## config.mk

```make
export PLATFORM = sky130hd
export DESIGN_NAME = kps_scanner
export DESIGN_NICKNAME = d
export VERILOG_FILES = /design/src/rtl/kps_pkg.sv /design/src/rtl/kps_regs.sv /design/src/rtl/kps_fsm.sv /design/src/rtl/kps_rowbank.sv /design/src/rtl/kps_scanner.sv
export SDC_FILE = /design/constraint.sdc
export NUM_CORES = 1
export LEC_CHECK = 0
export CAP_MARGIN = 20
export CORE_MARGIN = 2
export CORE_UTILIZATION = 45
export DETAILED_ROUTE_END_ITERATION = 8
export PLACE_DENSITY = 0.66
export RECOVER_POWER = 100
export SKIP_CTS_REPAIR_TIMING = 1
export SLEW_MARGIN = 10
export SYNTH_ARGS = -nofsm -noshare
export SYNTH_HDL_FRONTEND = slang
export SYNTH_SLANG_ARGS = --single-unit
```

## constraint.sdc

```tcl
create_clock -name clk -period 6.7 [get_ports clk]
set_input_delay 0.67 -clock clk [delete_from_list [all_inputs] [get_ports clk]]
set_output_delay 0.67 -clock clk [all_outputs]
set_load 0.02 [all_outputs]
```

## src/rtl/kps_pkg.sv

```systemverilog
package kps_pkg;
    typedef enum logic [2:0] {
        ST_IDLE,
        ST_SETTLE,
        ST_CAPTURE,
        ST_FINISH,
        ST_GAP
    } scan_state_t;

    localparam logic [1:0] MODE_IDLE   = 2'd0;
    localparam logic [1:0] MODE_DETECT = 2'd1;
    localparam logic [1:0] MODE_SINGLE = 2'd2;
    localparam logic [1:0] MODE_CONT   = 2'd3;

    localparam int ADDR_W = 5;
    localparam logic [ADDR_W-1:0] A_MODE   = 5'd0;
    localparam logic [ADDR_W-1:0] A_SETTLE = 5'd1;
    localparam logic [ADDR_W-1:0] A_GAP    = 5'd2;
    localparam logic [ADDR_W-1:0] A_ROWS   = 5'd3;
    localparam logic [ADDR_W-1:0] A_COLS   = 5'd4;
    localparam logic [ADDR_W-1:0] A_STAT   = 5'd5;
    localparam logic [ADDR_W-1:0] A_MASK   = 5'd6;

    localparam int EV_DONE = 0;
    localparam int EV_CHG  = 1;
    localparam int EV_KEY  = 2;
    localparam int EV_W    = 3;
endpackage

```

## src/rtl/kps_regs.sv

```systemverilog
module kps_regs
    import kps_pkg::*;
#(
    parameter int SET_W = 14,
    parameter int GAP_W = 16,
    parameter int CFG_W = 8,
    parameter int NROW  = 16,
    parameter int NCOL  = 16
) (
    input  logic              clk,
    input  logic              rst_n,
    input  logic              bus_wr,
    input  logic [ADDR_W-1:0] bus_addr,
    input  logic [31:0]       bus_wdata,
    input  logic              pass_done,
    input  logic              single_end,
    input  logic              row_changed,
    input  logic              anykey,
    output logic [1:0]        mode,
    output logic [SET_W-1:0]  settle,
    output logic [GAP_W-1:0]  gap,
    output logic [CFG_W-1:0]  rows_cfg,
    output logic [CFG_W-1:0]  cols_cfg,
    output logic [EV_W-1:0]   status,
    output logic [EV_W-1:0]   mask,
    output logic              irq
);
    logic [EV_W-1:0] ev_set;
    logic [EV_W-1:0] ev_clr;
    logic            wr_mode;

    assign wr_mode = bus_wr && (bus_addr == A_MODE);

    always_comb begin
        ev_set          = '0;
        ev_set[EV_DONE] = pass_done;
        ev_set[EV_CHG]  = row_changed;
        ev_set[EV_KEY]  = (mode == MODE_DETECT) && anykey;
        ev_clr          = (bus_wr && (bus_addr == A_STAT)) ? bus_wdata[EV_W-1:0] : '0;
    end

    always_ff @(posedge clk) begin
        if (!rst_n) begin
            mode     <= MODE_IDLE;
            settle   <= '0;
            gap      <= '0;
            rows_cfg <= CFG_W'(NROW);
            cols_cfg <= CFG_W'(NCOL);
            status   <= '0;
            mask     <= '0;
        end else begin
            if (wr_mode) begin
                mode <= bus_wdata[1:0];
            end else if (single_end) begin
                mode <= MODE_IDLE;
            end
            if (bus_wr && (bus_addr == A_SETTLE)) settle   <= bus_wdata[SET_W-1:0];
            if (bus_wr && (bus_addr == A_GAP))    gap      <= bus_wdata[GAP_W-1:0];
            if (bus_wr && (bus_addr == A_ROWS))   rows_cfg <= bus_wdata[CFG_W-1:0];
            if (bus_wr && (bus_addr == A_COLS))   cols_cfg <= bus_wdata[CFG_W-1:0];
            if (bus_wr && (bus_addr == A_MASK))   mask     <= bus_wdata[EV_W-1:0];
            status <= ev_set | (status & ~ev_clr);
        end
    end

    assign irq = |(status & mask);
endmodule

```

## src/rtl/kps_fsm.sv

```systemverilog
module kps_fsm
    import kps_pkg::*;
#(
    parameter int NROW  = 16,
    parameter int SET_W = 14,
    parameter int GAP_W = 16
) (
    input  logic                      clk,
    input  logic                      rst_n,
    input  logic [1:0]                mode,
    input  logic [SET_W-1:0]          settle,
    input  logic [GAP_W-1:0]          gap,
    input  logic [$clog2(NROW):0]     eff_rows,
    output logic [NROW-1:0]           row_drive_n,
    output logic                      cap_valid,
    output logic [$clog2(NROW)-1:0]   cap_row,
    output logic                      pass_done,
    output logic                      single_end,
    output logic                      busy
);
    localparam int RIW   = $clog2(NROW);
    localparam int CNT_W = (SET_W > GAP_W) ? SET_W : GAP_W;

    scan_state_t      state, state_n;
    logic [RIW-1:0]   row, row_n;
    logic [CNT_W-1:0] cnt, cnt_n;
    logic             scan_on;
    logic [RIW:0]     row_next;

    assign scan_on  = (mode == MODE_SINGLE) || (mode == MODE_CONT);
    assign row_next = {1'b0, row} + (RIW+1)'(1);

    always_comb begin
        state_n = state;
        row_n   = row;
        cnt_n   = cnt;
        unique case (state)
            ST_IDLE: begin
                if (scan_on) begin
                    row_n   = '0;
                    cnt_n   = '0;
                    state_n = (eff_rows == '0) ? ST_FINISH : ST_SETTLE;
                end
            end
            ST_SETTLE: begin
                if (!scan_on) begin
                    state_n = ST_IDLE;
                end else if (cnt == CNT_W'(settle)) begin
                    state_n = ST_CAPTURE;
                end else begin
                    cnt_n = cnt + CNT_W'(1);
                end
            end
            ST_CAPTURE: begin
                if (!scan_on) begin
                    state_n = ST_IDLE;
                end else if (row_next >= eff_rows) begin
                    state_n = ST_FINISH;
                end else begin
                    row_n   = row_next[RIW-1:0];
                    cnt_n   = '0;
                    state_n = ST_SETTLE;
                end
            end
            ST_FINISH: begin
                cnt_n   = '0;
                state_n = (mode == MODE_CONT) ? ST_GAP : ST_IDLE;
            end
            ST_GAP: begin
                if (!scan_on) begin
                    state_n = ST_IDLE;
                end else if (cnt == CNT_W'(gap)) begin
                    row_n   = '0;
                    cnt_n   = '0;
                    state_n = (eff_rows == '0) ? ST_FINISH : ST_SETTLE;
                end else begin
                    cnt_n = cnt + CNT_W'(1);
                end
            end
            default: state_n = ST_IDLE;
        endcase
    end

    always_ff @(posedge clk) begin
        if (!rst_n) begin
            state <= ST_IDLE;
            row   <= '0;
            cnt   <= '0;
        end else begin
            state <= state_n;
            row   <= row_n;
            cnt   <= cnt_n;
        end
    end

    always_comb begin
        row_drive_n = '1;
        cap_valid   = 1'b0;
        pass_done   = 1'b0;
        single_end  = 1'b0;
        busy        = (state != ST_IDLE);
        cap_row     = row;
        unique case (state)
            ST_IDLE: begin
                if (mode == MODE_DETECT) row_drive_n = '0;
            end
            ST_SETTLE: begin
                row_drive_n[row] = 1'b0;
            end
            ST_CAPTURE: begin
                row_drive_n[row] = 1'b0;
                cap_valid        = scan_on;
            end
            ST_FINISH: begin
                pass_done  = 1'b1;
                single_end = (mode == MODE_SINGLE);
            end
            ST_GAP: begin
                row_drive_n = '1;
            end
            default: row_drive_n = '1;
        endcase
    end
endmodule

```

## src/rtl/kps_rowbank.sv

```systemverilog
module kps_rowbank #(
    parameter int NROW = 16,
    parameter int NCOL = 16
) (
    input  logic                    clk,
    input  logic                    rst_n,
    input  logic                    cap_valid,
    input  logic [$clog2(NROW)-1:0] cap_row,
    input  logic [NCOL-1:0]         col_in_n,
    input  logic [NCOL-1:0]         col_keep,
    output logic [NCOL-1:0]         row_data [NROW],
    output logic                    row_changed
);
    logic [NCOL-1:0] word;

    assign word        = col_in_n | ~col_keep;
    assign row_changed = cap_valid && (word != row_data[cap_row]);

    for (genvar r = 0; r < NROW; r++) begin : g_row
        always_ff @(posedge clk) begin
            if (!rst_n) begin
                row_data[r] <= '1;
            end else if (cap_valid && (cap_row == r[$clog2(NROW)-1:0])) begin
                row_data[r] <= word;
            end
        end
    end
endmodule

```

## src/rtl/kps_scanner.sv

```systemverilog
module kps_scanner
    import kps_pkg::*;
#(
    parameter int NROW  = 16,
    parameter int NCOL  = 16,
    parameter int SET_W = 14,
    parameter int GAP_W = 16,
    parameter int CFG_W = 8
) (
    input  logic              clk,
    input  logic              rst_n,
    input  logic              bus_wr,
    input  logic [ADDR_W-1:0] bus_addr,
    input  logic [31:0]       bus_wdata,
    output logic [31:0]       bus_rdata,
    input  logic [NCOL-1:0]   col_in_n,
    output logic [NROW-1:0]   row_drive_n,
    output logic              irq
);
    localparam int RIW = $clog2(NROW);

    logic [1:0]       mode;
    logic [SET_W-1:0] settle;
    logic [GAP_W-1:0] gap;
    logic [CFG_W-1:0] rows_cfg, cols_cfg;
    logic [EV_W-1:0]  status, mask;
    logic [RIW:0]     eff_rows;
    logic [NCOL-1:0]  col_keep;
    logic [NCOL-1:0]  row_data [NROW];
    logic             cap_valid, pass_done, single_end, busy, row_changed, anykey;
    logic [RIW-1:0]   cap_row;

    assign eff_rows = (rows_cfg > CFG_W'(NROW)) ? (RIW+1)'(NROW) : (RIW+1)'(rows_cfg);

    for (genvar j = 0; j < NCOL; j++) begin : g_col
        assign col_keep[j] = (CFG_W'(j) < cols_cfg);
    end

    assign anykey = |(~col_in_n & col_keep);

    kps_regs #(.SET_W(SET_W), .GAP_W(GAP_W), .CFG_W(CFG_W), .NROW(NROW), .NCOL(NCOL)) u_regs (
        .clk(clk), .rst_n(rst_n), .bus_wr(bus_wr), .bus_addr(bus_addr), .bus_wdata(bus_wdata),
        .pass_done(pass_done), .single_end(single_end), .row_changed(row_changed), .anykey(anykey),
        .mode(mode), .settle(settle), .gap(gap), .rows_cfg(rows_cfg), .cols_cfg(cols_cfg),
        .status(status), .mask(mask), .irq(irq)
    );

    kps_fsm #(.NROW(NROW), .SET_W(SET_W), .GAP_W(GAP_W)) u_fsm (
        .clk(clk), .rst_n(rst_n), .mode(mode), .settle(settle), .gap(gap), .eff_rows(eff_rows),
        .row_drive_n(row_drive_n), .cap_valid(cap_valid), .cap_row(cap_row),
        .pass_done(pass_done), .single_end(single_end), .busy(busy)
    );

    kps_rowbank #(.NROW(NROW), .NCOL(NCOL)) u_bank (
        .clk(clk), .rst_n(rst_n), .cap_valid(cap_valid), .cap_row(cap_row),
        .col_in_n(col_in_n), .col_keep(col_keep), .row_data(row_data), .row_changed(row_changed)
    );

    always_comb begin
        bus_rdata = '0;
        if (bus_addr[ADDR_W-1]) begin
            bus_rdata[NCOL-1:0] = row_data[bus_addr[RIW-1:0]];
        end else begin
            case (bus_addr)
                A_MODE:   bus_rdata[1:0]       = mode;
                A_SETTLE: bus_rdata[SET_W-1:0] = settle;
                A_GAP:    bus_rdata[GAP_W-1:0] = gap;
                A_ROWS:   bus_rdata[CFG_W-1:0] = rows_cfg;
                A_COLS:   bus_rdata[CFG_W-1:0] = cols_cfg;
                A_STAT:   bus_rdata[EV_W-1:0]  = status;
                A_MASK:   bus_rdata[EV_W-1:0]  = mask;
                default:  bus_rdata            = '0;
            endcase
        end
    end
endmodule

```

==> results by group, run 1 <==
Layout
  – Layout cells sized above 1: 13.9%
  – Final nets: 1,816
  – Area growth, synth to finish: 11.5%

Global route
  – Antenna violations before repair: 4
  – Largest net degree at the start of global routing: 174
  – Number of global-route vias before repair: 13,800
  – All-layer global routing usage: 25.8%
  – Gr ovfl total: 0
  – First-pass GRT wire length: 81.2 mm

Yosys
  – Synthesized area per cell: 9.82 sq um
  – #FFs+latches synth: 333
  – Number of flops mapped to enable cells by yosys: 0
  – Synth unique cells: 59
  – Cell Area, Synth: 17,500 sq um
  – Sequential element share of the synthesized area: 38.2%
  – Cells after synthesis: 1,777
  – Top_reg_cell synth: dfxtp_1
  – YS warnings: 0
  – Ys async rst share: 0%

Die
  – Initial core utilization: 45.4%
  – Die ar.: 40,400 sq um
  – Ports: 105
  – Die Wd: 201 microns
  – Rows: 72
  – Die H: 201 microns
  – Core area: 38,500 sq um

Place
  – Place WS: 1.72 ns
  – RePlAce Congestion: 0.899
  – Port Buffer Count: 72
  – Detail Placement HPWL: 33.7 mm

Clock tree
  – Clock root cell: clkbuf_16
  – Sink Count: 333
  – Clock latency at the later pin of the worst-skew pair: 0.55 ns
  – CTS Buf Count: 38
  – TritonCTS clock tree: done
  – Longest Clk Path Bufs: 3
  – Clock transition at path regs: 0.06 ns
  – # H-tree levels: 2

STA
  – Worst setup slack after layout: 1.10 ns
  – Slew headroom: -88.1%
  – Setup TNS: 0 ns
  – F_max: 0.179 GHz
  – Fin crit period: 5.60 ns
  – RSZ-0062 raised after global routing: no
  – Max Slew Vio Count: 347
  – Worst Tran Pin Value: 2.82 ns
  – Setup Viol. Count Final: 0
  – Final Skew: 0.0262 ns
  – Fin. Hold Viols: 0
  – Crit share post-route: 83.5%

Worst setup path
  – Crit. End Element: output pin
  – Reg-to-Reg End: u_fsm.cnt[0]
  – RR Startpoint: u_fsm.cap_row[3]
  – Worst setup path class: input port to output pin
  – WP data required: 6.03 ns
  – CP startpoint kind: input port
  – Worst reg-to-reg setup slack: 1.27 ns
  – Worst Reg-to-Reg Cells: 8
  – Largest fanout on the critical path: 10
  – Critical Path AT: 4.93 ns

Pwr
  – Clock Power Share: 48.2%
  – Pwr/cell area: 220 nW/um^2
  – Switching Fraction: 23.2%
  – Maximum vdd drop: 0.000180 V
  – Net Switching: 996 uW
  – Leakage: 7.64 nW
  – Comb pwr share: 5.5%
  – Reg power frac: 46.3%
  – Power Internal: 3.29 mW

Hold path
  – Hold_sp: u_regs.cols_cfg[4]
  – WHS Path Cells: 2
  – Hold Path Sink: u_regs.cols_cfg[4]
  – Worst Hold Class: flip-flop to flip-flop

Routing
  – DRC: 0
  – Detailed Routing Iterations Pass 1: 9
  – Antenna viol nets, final: 0
  – Vias: 14,400
  – Post-DR vias/cell: 6.28
  – DR WL/cell: 22.9 microns
  – WL final: 52.6 mm
  – Starting DRT DRC Count: 1,281

Run status
  – Status: complete, but fails checks
  – Violated checks: capacitance limit, slew limit

Run
  – Max-cap viol count: 11
-- final cells by class --
cell class | count | area, sq um
fillers | 3506 | 19000
multi-input cells | 1246 | 9850
flip-flops and latches | 333 | 6680
clock buffers | 54 | 1110
repair buffers | 117 | 1000
well taps | 518 | 648
clock inverters | 11 | 130
inverters | 14 | 52.6
diodes | 2 | 5.00
-- cells in the final DEF, fill, tap and decap left out, types with 24 or more instances in the layout --
| master | Yosys | final |
|---|---|---|
| a21boi_0 | 46 | 49 |
| a21oi_1 | 30 | 30 |
| buf_4 | 21 | 24 |
| clkbuf_1 | 133 | 28 |
| clkbuf_16 | 0 | 39 |
| clkdlybuf4s50_1 | 0 | 35 |
| dfxtp_1 | 333 | 330 |
| dlygate4sd3_1 | 0 | 34 |
| mux2i_1 | 27 | 27 |
| mux4_2 | 146 | 146 |
| nand2_1 | 396 | 396 |
| nand3_1 | 53 | 53 |
| o211ai_1 | 258 | 258 |
| xor2_1 | 36 | 36 |
-- power groups by stage --
stage / Clock [mW] / Sequential (mW) / Combinational [mW]
floorplan: 0 / 2.03 / 0.151
global placement: 0 / 2.03 / 0.237
detailed placement: 0 / 2.03 / 0.237
CTS: 2.09 / 1.98 / 0.238
global route: 2.17 / 1.98 / 0.250
finish: 2.07 / 1.99 / 0.238
-- cell families after synthesis --
kind of cell | synth area share [%]
flip-flops | 38.2
XOR/XNOR | 2.76
multiplexers | 20.5
adder cells (fa/ha/maj) | 0.717
AND/OR/NAND/NOR | 13.9
other | 0.0215
buffers and inverters | 5.70
AO/OA/AOI/OAI | 18.2
-- critical path, cell delays in order --
cell and delay, ns:
dlygate4sd3_1 1.19, clkbuf_1 0.83, nand2b_1 0.29, nor2_1 0.12
a22o_1 0.24, a22o_1 0.17, a2111oi_0 0.46, a21oi_1 0.20
dlygate4sd3_1 0.74
-- state kept, by name, summed over array words and instances, names as in the netlist, 3 cells and up --
| register | count |
|---|---|
| u_bank.row_data | 256 |
| u_fsm.cnt | 16 |
| u_regs.gap | 16 |
| u_regs.settle | 14 |
| u_regs.cols_cfg | 8 |
| u_regs.rows_cfg | 8 |
| u_fsm.cap_row | 4 |
| u_fsm.state | 3 |
| u_regs.mask | 3 |
| u_regs.status | 3 |
-- routing by layer --
metal	GRT usage [%]	vias up	routed length, microns
met5	0	-	26
met4	12.4	4	2460
met3	5.67	135	4310
met2	42.0	605	24700
met1	32.6	7112	21100
li1	-	6567	-
-- cell usage after synthesis (8+ instances only) --
master	count	area, sq um
a21boi_0	46	345
a21o_1	17	128
a21oi_1	30	150
a222oi_1	12	120
a22o_1	8	70.1
a22oi_1	13	97.6
and2_1	8	50.1
and3_1	8	50.1
buf_2	32	160
buf_4	21	158
clkbuf_1	133	499
dfxtp_1	333	6670
ha_1	10	125
inv_1	14	52.6
mux2i_1	27	270
mux4_2	146	3290
nand2_1	396	1490
nand3_1	53	265
nand4_1	15	93.8
nor2_1	19	71.3
nor2b_1	12	75.1
nor4_1	13	81.3
o211ai_1	258	1940
o21ai_0	20	100
o31ai_1	9	67.6
or3_1	12	75.1
xnor2_1	19	166
xor2_1	36	315
-- worst max-delay path by stage --
stage | start | to | cells after the start
floorplan | bus_addr[0] | bus_rdata[8] | 5
global placement | bus_addr[3] | bus_rdata[2] | 7
detailed placement | bus_addr[3] | bus_rdata[2] | 7
CTS | bus_addr[3] | bus_rdata[2] | 7
global route | bus_addr[3] | bus_rdata[2] | 9
finish | bus_addr[3] | bus_rdata[2] | 9
-- metrics by stage --
stage	util, %	hold slack (ns)	instances	area [sq um]	power (mW)
5_1_grt	50.6	0.517	2293	19500	4.41
4_1_cts	50.9	0.490	2293	19600	4.31
2_1_floorplan	-	0.456	1792	17500	2.18
3_3_place_gp	47.7	0.473	2228	18300	2.27
3_5_place_dp	47.7	0.480	2228	18300	2.27
6_report	50.6	0.491	2295	19500	4.29
Power figures use the tool's default switching activity.
==> inputs of run 2 (changes only) <==
--- a/config.mk
+++ b/config.mk
@@ -9,7 +9,7 @@
 export CORE_MARGIN = 2
 export CORE_UTILIZATION = 45
 export DETAILED_ROUTE_END_ITERATION = 8
-export PLACE_DENSITY = 0.66
+export PLACE_DENSITY = 0.69
 export RECOVER_POWER = 100
 export SKIP_CTS_REPAIR_TIMING = 1
 export SLEW_MARGIN = 10
==> constraint.sdc (replaced) <==
create_clock -name clk -period 4.7 [get_ports clk]
set_input_delay 0.47 -clock clk [delete_from_list [all_inputs] [get_ports clk]]
set_output_delay 0.47 -clock clk [all_outputs]
set_load 0.02 [all_outputs]
==> run 2 against run 1 <==
Net effect: critical path depth shrank 4; non-clock buffer count up 9; cell count up 0.31%; the run still ends with capacitance limit, slew limit left; combinational power up 43%; largest power group unchanged; first-iteration DRC count rose by 11%; routed wire length decreased by 1.5%; worst setup slack got worse by 0.44 ns; clock power up 40%; global-route usage decreased by 0.51 points; count of clock-buffer cells in the layout decreased by 4.
==> results by group, run 2 (same netlist as run 1, synthesis figures left out) <==
Run status
  – Status: complete, but fails checks
  – Violated checks: capacitance limit, slew limit

Global route
  – All-layer global routing usage: 25.3% (-0.51 points)
  – Largest net degree at the start of global routing: 140 (-20%)
  – Antenna violations before repair: 0 (-4)
  – Gr ovfl total: 0 (unchanged)
  – First-pass GRT wire length: 80.1 mm (-1.3%)
  – Number of global-route vias before repair: 13,900 (+0.62%)

Routing
  – Post-DR vias/cell: 6.29 (+0.12%)
  – DRC: 0 (unchanged)
  – Starting DRT DRC Count: 1,426 (+11%)
  – Vias: 14,500 (+0.42%)
  – Detailed Routing Iterations Pass 1: 6 (-3)
  – DR WL/cell: 22.5 microns (-1.8%)
  – Antenna viol nets, final: 0 (unchanged)
  – WL final: 51.8 mm (-1.5%)

Die
  – Initial core utilization: 45.4% (unchanged)
  – Die Wd: 201 microns (unchanged)
  – Core area: 38,500 sq um (unchanged)
  – Ports: 105 (unchanged)
  – Die ar.: 40,400 sq um (unchanged)
  – Rows: 72 (unchanged)
  – Die H: 201 microns (unchanged)

Clock tree
  – Longest Clk Path Bufs: 3 (unchanged)
  – Clock root cell: clkbuf_16
  – Clock latency at the later pin of the worst-skew pair: 0.53 ns (-0.02 ns)
  – Clock transition at path regs: 0.06 ns (about the same)
  – CTS Buf Count: 36 (-5.3%)
  – TritonCTS clock tree: done
  – Sink Count: 333 (unchanged)
  – # H-tree levels: 2 (unchanged)

STA
  – Slew headroom: -35.5% (+53 points)
  – Max Slew Vio Count: 405 (+17%)
  – Fin. Hold Viols: 0 (unchanged)
  – Worst Tran Pin Value: 2.03 ns (-0.788 ns)
  – F_max: 0.248 GHz
  – RSZ-0062 raised after global routing: no
  – Fin crit period: 4.03 ns
  – Setup Viol. Count Final: 0 (unchanged)
  – Final Skew: 0.0185 ns (-0.00774 ns)
  – Setup TNS: 0 ns (unchanged)
  – Crit share post-route: 85.8%

Pwr
  – Switching Fraction: 23.2% (about the same)
  – Power Internal: 4.65 mW (+41%)
  – Leakage: 7.68 nW (+0.47%)
  – Net Switching: 1.41 mW (+41%)
  – Maximum vdd drop: 0.000212 V (+18%)
  – Clock Power Share: 47.7% (-0.5 points)
  – Reg power frac: 46.7% (+0.4 points)
  – Pwr/cell area: 311 nW/um^2 (+41%)
  – Design Power: 6.06 mW (+41%)
  – Comb pwr share: 5.6% (about the same)

Place
  – Post-placement cell count: 2,236 (+0.36%)
  – Detail Placement HPWL: 33.2 mm (-1.4%)
  – RePlAce Congestion: 0.879 (-2.2%)
  – Port Buffer Count: 72 (unchanged)

Layout
  – Most frequent cells in the layout: nand2_1, dfxtp_1, o211ai_1
  – Ant diodes: 0 (-2)
  – Most common cell after layout, fill and taps aside: nand2_1
  – Largest Register: u_bank.row_data
  – Area growth, synth to finish: 11.7%
  – Fin cells: 2,302 (+0.31%)
  – Number of flip-flops in the largest register: 256 (unchanged)
  – Largest regs: u_bank.row_data (256), u_fsm.cnt (16), u_regs.gap (16)
  – Layout cells sized above 1: 14.2% (+0.32 points)
  – Final nets: 1,823 (+0.39%)

Worst setup path
  – Critical Path AT: 3.56 ns (-1.37 ns)
  – Crit. End Element: output pin
  – Largest fanout on the critical path: 20 (+10)
  – CP startpoint kind: flip-flop
  – Worst setup path class: flip-flop to output pin
  – WP data required: 4.23 ns (-1.80 ns)

Hold path
  – Worst Hold Class: flip-flop to flip-flop

Run
  – Max-cap viol count: 13 (+2)
## run 2: layout make-up
cell class | count | area, sq um
Fill cell | 3464 | 19000
Multi-Input combinational cell | 1246 | 9820
Sequential cell | 333 | 6670
Timing Repair Buffer | 126 | 1100
Clock buffer | 50 | 1070
Tap cell | 518 | 648
Clock inverter | 15 | 140
Inverter | 14 | 52.6
## run 2: worst max-delay path: stages, from the launching register on
cell	delay [ns]
dfxtp_1	1.13
nor2b_1	0.40
clkbuf_1	0.51
a21o_1	0.20
nand2_1	0.05
dlygate4sd3_1	0.72
## run 2: metal layers
metal | GRT usage, % | up-vias | wire length, microns
li1 | - | 6576 | -
met1 | 32.4 | 7094 | 21000
met2 | 41.6 | 678 | 24300
met3 | 4.30 | 136 | 4090
met4 | 12.2 | 0 | 2420
met5 | 0 | - | 0
## run 2: worst paths after layout
check | from | to | slack, ns | cells after the start
setup / recovery | u_fsm.cap_row[3] | row_drive_n[11] | 0.67 | 5
hold / removal | u_regs.rows_cfg[6] | u_regs.rows_cfg[6] | 0.49 | 2
setup reg to reg | u_fsm.cap_row[3] | u_fsm.cnt[7] | 0.79 | 7
hold reg to reg | u_regs.rows_cfg[6] | u_regs.rows_cfg[6] | 0.49 | 2
## run 2: power by group through the flow
stage	logic, mW	clock network [mW]	registers [mW]
6_report	0.340	2.89	2.83
5_1_grt	0.359	3.06	2.83
4_1_cts	0.341	2.93	2.83
3_5_place_dp	0.340	0	2.89
3_3_place_gp	0.339	0	2.89
2_1_floorplan	0.215	0	2.89
## run 2: metrics by stage
stage                     area (sq um)  worst slack, ns  hold WS, ns  util [%]
after floorplan                  17500             1.43        0.456         -
after global placement           18400            0.991        0.474      47.9
after detailed placement         18400             1.01        0.485      47.9
after CTS                        19600             1.00        0.495      51.0
after global routing             19500            0.443        0.516      50.7
final                            19500            0.669        0.495      50.7
==> inputs of run 3 (changes only) <==
--- a/config.mk
+++ b/config.mk
@@ -5,7 +5,6 @@
 export SDC_FILE = /design/constraint.sdc
 export NUM_CORES = 1
 export LEC_CHECK = 0
-export CAP_MARGIN = 20
 export CORE_MARGIN = 2
 export CORE_UTILIZATION = 45
 export DETAILED_ROUTE_END_ITERATION = 8
==> run 3 against run 2 <==
Net effect: the flow still finishes with violations (capacitance limit, slew limit); combinational power about the same; sequential power about the same; global-route usage is the same; worst hold slack worse by 0.0013 ns; critical endpoint is now row_drive_n[0]; highest routed layer unchanged.
==> results by group, run 3 (same netlist as run 1, synthesis figures left out) <==
Pwr
  – Pwr/cell area: 311 nW/um^2 (about the same)
  – Switching Fraction: 23.2% (about the same)
  – Net Switching: 1.41 mW (about the same)
  – Clock Power Share: 47.7% (about the same)
  – Power Internal: 4.65 mW (about the same)
  – Leakage: 7.70 nW (+0.27%)
  – Maximum vdd drop: 0.000212 V (about the same)
  – Design Power: 6.06 mW (about the same)
  – Comb pwr share: 5.6% (about the same)
  – Reg power frac: 46.7% (about the same)

Layout
  – Largest regs: u_bank.row_data (256), u_fsm.cnt (16), u_regs.gap (16)
  – Post-layout util: 50.7% (about the same)
  – Ant diodes: 0 (unchanged)
  – Number of flip-flops in the largest register: 256 (unchanged)
  – Layout cells sized above 1: 14.4% (+0.18 points)
  – Most frequent cells in the layout: nand2_1, dfxtp_1, o211ai_1
  – Largest Register: u_bank.row_data
  – Most common cell after layout, fill and taps aside: nand2_1
  – Filler cells: 3,461 (-0.087%)
  – Final nets: 1,822 (-0.055%)
  – Register area: 6680 sq um (about the same)
  – Area growth, synth to finish: 11.8% (about the same)
  – Multi-input gate area: 9820 sq um (unchanged)

Worst setup path
  – Slowest cell on crit path: clkbuf_1
  – Critical Path AT: 3.73 ns (+0.17 ns)
  – Max incr delay on CP: 1.04 ns (-0.09 ns)
  – CP startpoint kind: flip-flop
  – Cell family with most CP delay: buffers and inverters
  – Worst path cell trace: clkbuf_1 -> nor2_1 -> a21o_1 -> nand2_1 -> dlygate4sd3_1
  – WP data required: 4.23 ns (about the same)
  – Worst setup path class: flip-flop to output pin
  – Crit. End Element: output pin
  – WP buf/inv: 2 (unchanged)
  – Largest fanout on the critical path: 15 (-25%)

Die
  – Ports: 105 (unchanged)
  – Die H: 201 microns (unchanged)
  – Rows: 72 (unchanged)
  – Die ar.: 40,400 sq um (unchanged)
  – Die Wd: 201 microns (unchanged)
  – Core area: 38,500 sq um (unchanged)
  – Initial core utilization: 45.4% (unchanged)

Run status
  – Status: complete, but fails checks
  – Violated checks: capacitance limit, slew limit

Global route
  – Gr ovfl total: 0 (unchanged)
  – First-pass GRT wire length: 80.1 mm (unchanged)
  – Largest net degree at the start of global routing: 140 (unchanged)
  – All-layer global routing usage: 25.3% (unchanged)
  – Number of global-route vias before repair: 13,900 (unchanged)
  – Antenna violations before repair: 0 (unchanged)

STA
  – RSZ-0062 raised after global routing: no
  – Crit share post-route: 89.3% (+3.5 points)
  – Worst setup slack after layout: 0.505 ns (-0.164 ns)
  – Slew headroom: -35.8% (-0.28 points)
  – Max Slew Vio Count: 372 (-8.1%)
  – Worst Tran Pin Value: 2.04 ns (+0.00417 ns)
  – Fin. Hold Viols: 0 (unchanged)
  – F_max: 0.238 GHz (-3.9%)
  – Setup Viol. Count Final: 0 (unchanged)
  – Fin crit period: 4.20 ns (+0.164 ns)
  – Final Skew: 0.0216 ns (+0.00308 ns)
  – Setup TNS: 0 ns (unchanged)

Run
  – Max-cap viol count: 12 (-1)

Place
  – Place WS: 1.01 ns (unchanged)
  – RePlAce Congestion: 0.879 (unchanged)
  – Detail Placement HPWL: 33.2 mm (unchanged)
  – Port Buffer Count: 72 (unchanged)

Routing
  – Starting DRT DRC Count: 1,425 (-0.070%)
  – WL final: 51.7 mm (-0.10%)
  – Vias: 14,400 (-0.52%)
  – Post-DR vias/cell: 6.26 (-0.47%)
  – Detailed Routing Iterations Pass 1: 7 (+1)
  – DRC: 0 (unchanged)
  – Antenna viol nets, final: 0 (unchanged)
  – DR WL/cell: 22.5 microns (about the same)

Clock tree
  – # H-tree levels: 2 (unchanged)
  – Sink Count: 333 (unchanged)
  – Clock root cell: clkbuf_16
  – TritonCTS clock tree: done
  – Longest Clk Path Bufs: 3 (unchanged)
  – CTS Buf Count: 36 (unchanged)
  – Clock transition at path regs: 0.06 ns (about the same)
  – Clock latency at the later pin of the worst-skew pair: 0.53 ns (about the same)

Hold path
  – Worst Hold Class: flip-flop to flip-flop
[run 3: changes by cell type in the layout (fill, tap and decap cells not counted)]
cell             previous run  this run
dfxtp_1                   331       330
and2_0                      5         4
clkbuf_1                   23        20
clkbuf_2                    1         0
buf_4                      31        34
and2_1                      4         5
dfxtp_2                     0         1
dlygate4sd3_1              33        29
clkdlybuf4s50_1            36        40
[run 3: final timing paths]
| kind | from | endpoint | slack (ns) | cells past startpoint |
|---|---|---|---|---|
| worst max register to register | u_fsm.cap_row[2] | u_bank.row_data[54] | 0.51 | 6 |
| worst max-delay path | u_fsm.cap_row[2] | row_drive_n[0] | 0.50 | 5 |
| worst min-delay path | u_regs.cols_cfg[4] | u_regs.cols_cfg[4] | 0.49 | 2 |
| worst min register to register | u_regs.cols_cfg[4] | u_regs.cols_cfg[4] | 0.49 | 2 |
[run 3: tightest hold or removal path: stages, from the launching register on]
cell,delay [ns]
dfxtp_1,0.32
nand2_1,0.06
nand3_1,0.06
[run 3: area by class of cell]
class	instances	share of cell area (%)
sequential	333	34.2
clock buffer	50	5.51
tap	518	3.32
multi-input combinational	1246	50.3
timing repair buffer	125	5.66
inverter	14	0.269
clock inverter	15	0.718
[run 3: stage by stage]
| step | cells | hold slack [ns] | area (sq um) |
|---|---|---|---|
| after floorplan | 1792 | 0.456 | 17500 |
| after global placement | 2236 | 0.474 | 18400 |
| after detailed placement | 2236 | 0.485 | 18400 |
| after CTS | 2301 | 0.495 | 19600 |
| after global routing | 2301 | 0.516 | 19500 |
| final | 2301 | 0.494 | 19500 |
[run 3: per-layer routing]
layer / vias up / part of all wire (%) / routed length, microns / GRT usage, %
li1: 6569 / - / - / -
met1: 7024 / 40 / 20800 / 32.4
met2: 682 / 47 / 24400 / 41.6
met3: 134 / 7.8 / 4020 / 4.30
met4: 0 / 5.0 / 2570 / 12.2
met5: - / 0 / 0 / 0
[run 3: power by group through the flow]
| stage | Combinational (mW) | Sequential [mW] | Clock, mW |
|---|---|---|---|
| 3_3_place_gp | 0.339 | 2.89 | 0 |
| 4_1_cts | 0.341 | 2.83 | 2.93 |
| 3_5_place_dp | 0.340 | 2.89 | 0 |
| 5_1_grt | 0.359 | 2.83 | 3.06 |
| 2_1_floorplan | 0.215 | 2.89 | 0 |
| 6_report | 0.340 | 2.83 | 2.89 |
